`src/rtl/adtrig_pkg.sv`:
```
package adtrig_pkg;
  typedef enum logic [1:0] {
    MODE_CPWM   = 2'b00,
    MODE_RSPWM  = 2'b01,
    MODE_PWM1   = 2'b10,
    MODE_NORMAL = 2'b11
  } tmode_e;

  localparam logic [1:0] SEL_OFF  = 2'b00;
  localparam logic [1:0] SEL_CM   = 2'b01;
  localparam logic [1:0] SEL_TRGH = 2'b10;
  localparam logic [1:0] SEL_BOTH = 2'b11;
endpackage

```
`src/rtl/adtrig_sel_reg.sv`:
```
module adtrig_sel_reg (
  input  logic       clk,
  input  logic       rst_n,
  input  logic       we_i,
  input  logic [1:0] wdata_i,
  output logic [1:0] sel_o
);
  logic [1:0] sel_q, sel_d;

  always_comb begin
    sel_d = sel_q;
    if (we_i) sel_d = wdata_i;
  end

  always_ff @(posedge clk or negedge rst_n) begin
    if (!rst_n) sel_q <= 2'b00;
    else        sel_q <= sel_d;
  end

  assign sel_o = sel_q;
endmodule

```
`src/rtl/adtrig_xfer_dec.sv`:
```
module adtrig_xfer_dec
  import adtrig_pkg::*;
(
  input  logic [1:0] mode_i,
  input  logic [1:0] sel_i,
  input  logic       crest_i,
  input  logic       trough_i,
  input  logic       local_cm_i,
  input  logic       partner_cm_i,
  output logic       xfer_o,
  output logic       illegal_o
);
  tmode_e mode;
  assign mode = tmode_e'(mode_i);

  always_comb begin
    xfer_o    = 1'b0;
    illegal_o = 1'b0;
    unique case (mode)
      MODE_CPWM: begin
        unique case (sel_i)
          SEL_OFF:  xfer_o = 1'b0;
          SEL_CM:   xfer_o = crest_i;
          SEL_TRGH: xfer_o = trough_i;
          SEL_BOTH: xfer_o = crest_i | trough_i;
          default:  xfer_o = 1'b0;
        endcase
      end
      MODE_RSPWM: begin
        illegal_o = sel_i[1];
        xfer_o    = (sel_i == SEL_CM) & partner_cm_i;
      end
      MODE_PWM1, MODE_NORMAL: begin
        illegal_o = sel_i[1];
        xfer_o    = (sel_i == SEL_CM) & local_cm_i;
      end
      default: begin
        xfer_o    = 1'b0;
        illegal_o = 1'b0;
      end
    endcase
  end
endmodule

```
`src/rtl/adtrig_chan.sv`:
```
module adtrig_chan #(
  parameter int W = 16
) (
  input  logic         clk,
  input  logic         rst_n,
  input  logic         we_i,
  input  logic [W-1:0] wdata_i,
  input  logic         xfer_i,
  input  logic [W-1:0] cnt_i,
  input  logic         en_i,
  output logic [W-1:0] buf_o,
  output logic [W-1:0] act_o,
  output logic         trig_o
);
  logic [W-1:0] buf_q, buf_d, act_q, act_d;
  logic         hit, hit_q, trig_q, trig_d;

  always_comb begin
    buf_d = buf_q;
    if (we_i) buf_d = wdata_i;
    act_d = act_q;
    if (xfer_i) act_d = buf_q;
    hit    = en_i && (cnt_i == act_q);
    trig_d = hit && !hit_q;
  end

  always_ff @(posedge clk or negedge rst_n) begin
    if (!rst_n) begin
      buf_q  <= '0;
      act_q  <= '0;
      hit_q  <= 1'b0;
      trig_q <= 1'b0;
    end else begin
      buf_q  <= buf_d;
      act_q  <= act_d;
      hit_q  <= hit;
      trig_q <= trig_d;
    end
  end

  assign buf_o  = buf_q;
  assign act_o  = act_q;
  assign trig_o = trig_q;
endmodule

```
`src/rtl/adc_trig_cmp.sv`:
```
module adc_trig_cmp #(
  parameter int W = 16
) (
  input  logic         clk,
  input  logic         rst_n,
  input  logic [1:0]   mode_i,
  input  logic         sel_we_i,
  input  logic [1:0]   sel_wdata_i,
  input  logic         buf_a_we_i,
  input  logic         buf_b_we_i,
  input  logic [W-1:0] buf_wdata_i,
  input  logic [W-1:0] cnt_i,
  input  logic         crest_i,
  input  logic         trough_i,
  input  logic         local_cm_i,
  input  logic         partner_cm_i,
  input  logic         trig_en_a_i,
  input  logic         trig_en_b_i,
  output logic [1:0]   sel_o,
  output logic         illegal_o,
  output logic [W-1:0] buf_a_o,
  output logic [W-1:0] buf_b_o,
  output logic [W-1:0] act_a_o,
  output logic [W-1:0] act_b_o,
  output logic         trig_a_o,
  output logic         trig_b_o
);
  localparam int NCH = 2;

  logic           xfer;
  logic [NCH-1:0] we_v, en_v, trig_v;
  logic [W-1:0]   buf_v [NCH];
  logic [W-1:0]   act_v [NCH];

  adtrig_sel_reg u_sel (
    .clk     (clk),
    .rst_n   (rst_n),
    .we_i    (sel_we_i),
    .wdata_i (sel_wdata_i),
    .sel_o   (sel_o)
  );

  adtrig_xfer_dec u_dec (
    .mode_i       (mode_i),
    .sel_i        (sel_o),
    .crest_i      (crest_i),
    .trough_i     (trough_i),
    .local_cm_i   (local_cm_i),
    .partner_cm_i (partner_cm_i),
    .xfer_o       (xfer),
    .illegal_o    (illegal_o)
  );

  assign we_v = {buf_b_we_i, buf_a_we_i};
  assign en_v = {trig_en_b_i, trig_en_a_i};

  for (genvar i = 0; i < NCH; i++) begin : g_ch
    adtrig_chan #(.W(W)) u_ch (
      .clk     (clk),
      .rst_n   (rst_n),
      .we_i    (we_v[i]),
      .wdata_i (buf_wdata_i),
      .xfer_i  (xfer),
      .cnt_i   (cnt_i),
      .en_i    (en_v[i]),
      .buf_o   (buf_v[i]),
      .act_o   (act_v[i]),
      .trig_o  (trig_v[i])
    );
  end

  assign buf_a_o  = buf_v[0];
  assign buf_b_o  = buf_v[1];
  assign act_a_o  = act_v[0];
  assign act_b_o  = act_v[1];
  assign trig_a_o = trig_v[0];
  assign trig_b_o = trig_v[1];
endmodule

```
`config.mk`:
```
export PLATFORM = sky130hd
export DESIGN_NAME = adc_trig_cmp
export DESIGN_NICKNAME = d
export VERILOG_FILES = /design/src/rtl/adtrig_pkg.sv /design/src/rtl/adtrig_sel_reg.sv /design/src/rtl/adtrig_xfer_dec.sv /design/src/rtl/adtrig_chan.sv /design/src/rtl/adc_trig_cmp.sv
export SDC_FILE = /design/constraint.sdc
export NUM_CORES = 1
export LEC_CHECK = 0
export BUFFER_PORTS_ARGS = -buffer_cell sky130_fd_sc_hd__buf_2
export CAP_MARGIN = 20
export CORE_MARGIN = 3
export CORE_UTILIZATION = 35
export CTS_CLUSTER_DIAMETER = 40
export DETAILED_ROUTE_END_ITERATION = 12
export PLACE_DENSITY = 0.7
export SYNTH_ARGS = -nofsm -noshare
export SYNTH_HDL_FRONTEND = slang
export SYNTH_SLANG_ARGS = --single-unit
```
`constraint.sdc`:
```
create_clock -name clk -period 3.2 [get_ports clk]
set_clock_uncertainty 0.2 [all_clocks]
set_input_delay 0.64 -clock clk [delete_from_list [all_inputs] [get_ports clk]]
set_output_delay 0.64 -clock clk [all_outputs]
set_load 0.01 [all_outputs]
```
# After elaboration in Yosys (flattened, before gate mapping)
# Index checks and enable logic that the tools add are counted.
dict set report op_classes {
  eq_ne 8
  mux 3
  bitwise 3
  reduce_logical 10
}
# operator count
set op_table {}
lappend op_table {{equality test 16 bit} 2}
lappend op_table {{equality test 2 bit, second input constant} 4}
lappend op_table {{equality test 2 x 1 -> 1 bit, second input constant} 2}
lappend op_table {{logical AND 1 bit} 4}
lappend op_table {{zero test 2 bit} 2}
lappend op_table {{one-hot mux 1 bit (4 select lines)} 1}
lappend op_table {{one-hot mux 1 bit (3 select lines)} 1}
lappend op_table {{OR reduction 3 bit} 1}
lappend op_table {{AND 1 bit} 2}
lappend op_table {{zero test 1 bit} 2}
lappend op_table {{OR reduction 2 bit} 1}
lappend op_table {{2-to-1 mux 1 bit} 1}
lappend op_table {{OR 1 bit} 1}
dict set report word_totals {
  register_bits 70
  inputBits 47
  output_inout_bits 69
  word_cells 33
}

# Logic depth before layout (Yosys ltp)
dict set report depth {
  ltp_word 3
  mapped_depth 5
  ltp_nobuf 4
}

# Cells and area by module
# Synthesis repeated with hierarchy kept, for this count alone.
dict set report hier_totals {
  hier_cells 196
  area_unflattened_um2 2964.1
}
# module instances cells_per_inst area_per_inst_um2 seq_area_each_um2
set modules_own_cells {}
lappend modules_own_cells {adtrig_chan 2 93 1418.9 850.8}
lappend modules_own_cells {adtrig_sel_reg 1 4 72.6 50.0}
lappend modules_own_cells {adtrig_xfer_dec 1 6 53.8 0.0}

# Worst setup path before layout
# OpenSTA, ideal clock, no wires.
dict set report synth_timing {
  kind {input-to-reg}
  startpoint {input mode_i[1]}
  endpoint {register g_ch[0].u_ch.act_q[0]}
  setup_ns 0.125
  t_arrival_ns 1.886
  required_ns 2.875
  slack_ns 0.989
  stages 4
  path_buffers 1
  cell_sequence {o21a_1 > a2111oi_4 > buf_6 > mux2_2}
}
dict set report synth_between {
  elab_chain_len 3
  elab_cells_between_ends 6
  cone_classes {eq/ne: 3; mux: 1; reduce/logical: 2}
}
# item line
set synth_rtl {}
lappend synth_rtl {{start, declared} adc_trig_cmp.sv:6} ;# input logic [1:0] mode_i,
lappend synth_rtl {{equality test 2 bit} adtrig_xfer_dec.sv:19} ;# unique case (mode)
lappend synth_rtl {{OR reduction 2 bit} adtrig_xfer_dec.sv:19}
lappend synth_rtl {{one-hot mux 1 bit (3 select lines) (*)} adtrig_xfer_dec.sv:19}
lappend synth_rtl {{end signal, assigned} adtrig_chan.sv:35} ;# act_q <= act_d;
lappend synth_rtl {{end, declared} adtrig_chan.sv:15} ;# logic [W-1:0] buf_q, buf_d, act_q, act_d;
# Mark *: on every way between the ends. The rest lies on a longest branch, timed or not.
# A chain may end at the register's enable or synchronous reset.

# Worst setup path in the final report
dict set report layout_timing {
  startpoint {input mode_i[1]}
  endpoint {register g_ch[0].u_ch.act_q[5]}
}
# Same word-level chain as after synthesis.

==> flow_metrics.tcl <==
set metrics [dict create \
    ys_ff_latch 70 \
    synthToLayoutAreaGrowth_pct 29.5 \
    finalCritPeriodShare 0.620 \
    hold_buffers 0 \
    portBuffers 115 \
    endpoint_kind "flop" \
    clkTransAtPathRegs_ps 70 \
    syn-cell-area_um2 2990 \
    synth_area_per_cell_um2 15.2 \
    fill_cells 794 \
    hpwl_um 5060 \
    drt.antenna.violating_nets 0 \
    cts_buffer_depth 2 \
    viasPerCell 4.61 \
    max-slew-margin-rel 0.421 \
    die_y_um 98.5 \
    rsz0062_at_grt "no" \
    r2r_slack_ps 1320 \
    max-vdd-ir-drop_mv 0.364 \
    placementRows 33 \
    setup_slack_ps 1220 \
    synth_cell_type_count 20 \
    path_class "input port to flop" \
    holdWs_ps 213 \
    max_cap_violations 0 \
    cts_buffers 9 \
    routed_wirelength_um 6710 \
    setup-violations-final 0 \
    core_area_um2 8260 \
    drc 0 \
    p_total_w 0.00267 \
    leakage_nw 1.78 \
    gr-total-overflow 0 \
    start_util 0.362 \
    start_kind "input port" \
    crit_fanout 16 \
    cts_sinks 70 \
    final_layout_size_suffix_gt1_frac 0.613 \
    hp-class "flop to flop" \
    drv_slew 0 \
    ys_warn_count 0 \
    post-cts-setup-buffers 0 \
    root_buffer "clkbuf_8" \
    routed-via-count 1973 \
    ys_seq_area_frac 0.586 \
    post-place-ws_ps 865 \
    grt_pass1_vias 2047 \
    slowest_stage "mux2_2" \
    syn_nets 244 \
    synth.largest_area_cell "dfrtp_1" \
    io_pins 116 \
    antennaDiodeCount 0 \
    syn-instance-count 197 \
    synth_top_area_share 0.586 \
    nets 365 \
    path_cells "buf_2 -> o21a_1 -> a2111oi_4 -> buf_4 -> mux2_2" \
    worstPathRequired_ps 3210 \
    first_pass_iters 4 \
    hold_viol 0 \
    finalCriticalPeriod_ps 1980 \
    drtIter0Drc 36 \
    die_x_um 98.5 \
    arrival_ps 2000 \
    wl_per_cell_um 15.7 \
    grt_max_degree 71 \
    synth_area_leaders "dfrtp_1 (59%), mux2_2 (24%), xnor2_1 (7.0%)" \
    grt_pass1_wl_um 10800 \
    fin_util 0.469 \
    grtUsageTotal 0.144 \
    final.setup.tns_ps 0 \
    antenna_found_initial 0 \
    cts_max_level 3 \
    clkLatencyLatePin_ps 340 \
    die-area_um2 9690 \
    gp_congestion 0.738 \
    cts_tree "done" \
    ctsResizeCount 0 \
    worst_pin_slew_ps 868 \
    fmax_mhz 504 \
    run_status "complete, no violations" \
    cp_slowest_stage_delay_ps 370 \
    power_density_nw_per_um2 688 \
]
-- state kept, by name (all words and copies together) (netlist names) --
signal	flops
g_ch.u_ch.act_o	32
g_ch.u_ch.hit_q	2
g_ch.u_ch.trig_o	2
g_ch.u_ch.buf_o	32
u_sel.sel_o	2
-- layout make-up --
cell class	instances	area, um2	share of cell area
sequential	70	1750	0.452
clock inverter	5	56.3	0.0145
clock buffer	11	151	0.0391
multi-input combinational	119	1190	0.306
tap	105	131	0.0339
inverter	1	3.75	0.000969
timing repair buffer	117	593	0.153
-- worst max-delay path, delay by kind of cell --
kind / cells / cell delay [ps]
buffers and inverters: 2 / 430
multiplexers: 1 / 370
AO/OA/AOI/OAI: 2 / 550
-- power by group --
part	leakage (nW)	switching [W]	total [W]	internal, W
clock	0.106	0.000325	0.000728	0.000403
combinational	0.839	0.000333	0.000722	0.000388
sequential	0.830	0.000155	0.00122	0.00106
-- layer usage --
| metal | vias up | GRT usage | wire, um |
|---|---|---|---|
| met5 | - | 0 | 0 |
| met4 | 0 | 0.0473 | 62 |
| met3 | 9 | 0.0510 | 502 |
| met2 | 76 | 0.226 | 3200 |
| met1 | 954 | 0.188 | 2940 |
| li1 | 934 | - | - |
-- cells by family (layout without fill, tap and decap cells) --
logic type	after synthesis	after routing	synth area share
flip-flops	70	70	0.586
buffers and inverters	8	134	0.0176
multiplexers	66	66	0.248
XOR/XNOR	32	32	0.0937
AO/OA/AOI/OAI	4	4	0.0163
AND/OR/NAND/NOR	17	17	0.0385
-- cells in the mapped netlist (all sizes together) --
library cell  count
a2111oi           1
a21oi             1
and2              2
buf               4
clkbuf            3
dfrtp            70
inv               1
mux2             66
nand4             6
nor2              2
nor3b             1
nor4              2
nor4b             2
nor4bb            2
o21a              1
o31a              1
xnor2            24
xor2              8
-- final timing paths --
path	start	to	cells past startpoint
min in group asynchronous	rst_n	g_ch[1].u_ch.act_o[12]	1
setup reg to reg	u_sel.sel_o[1]	g_ch[0].u_ch.act_o[5]	4
setup / recovery	mode_i[1]	g_ch[0].u_ch.act_o[5]	5
max in group asynchronous	rst_n	g_ch[1].u_ch.buf_o[14]	1
hold / removal	g_ch[0].u_ch.hit_q	g_ch[0].u_ch.trig_o	1
hold reg to reg	g_ch[0].u_ch.hit_q	g_ch[0].u_ch.trig_o	1
-- metrics by stage --
step | std cells | cell area [um2]
5_1_grt | 428 | 3870
3_5_place_dp | 412 | 3670
3_3_place_gp | 412 | 3670
6_report | 428 | 3870
4_1_cts | 428 | 3870
2_1_floorplan | 197 | 2990
-- layout by cell type, fill, tap and decap left out, drive strengths merged, types with 6 or more instances in the layout --
master / Yosys / final
xnor2: 24 / 24
mux2: 66 / 66
nand4: 6 / 6
xor2: 8 / 8
clkbuf: 3 / 11
buf: 4 / 117
dfrtp: 70 / 70
No activity file was read; power rests on OpenSTA's default activity.
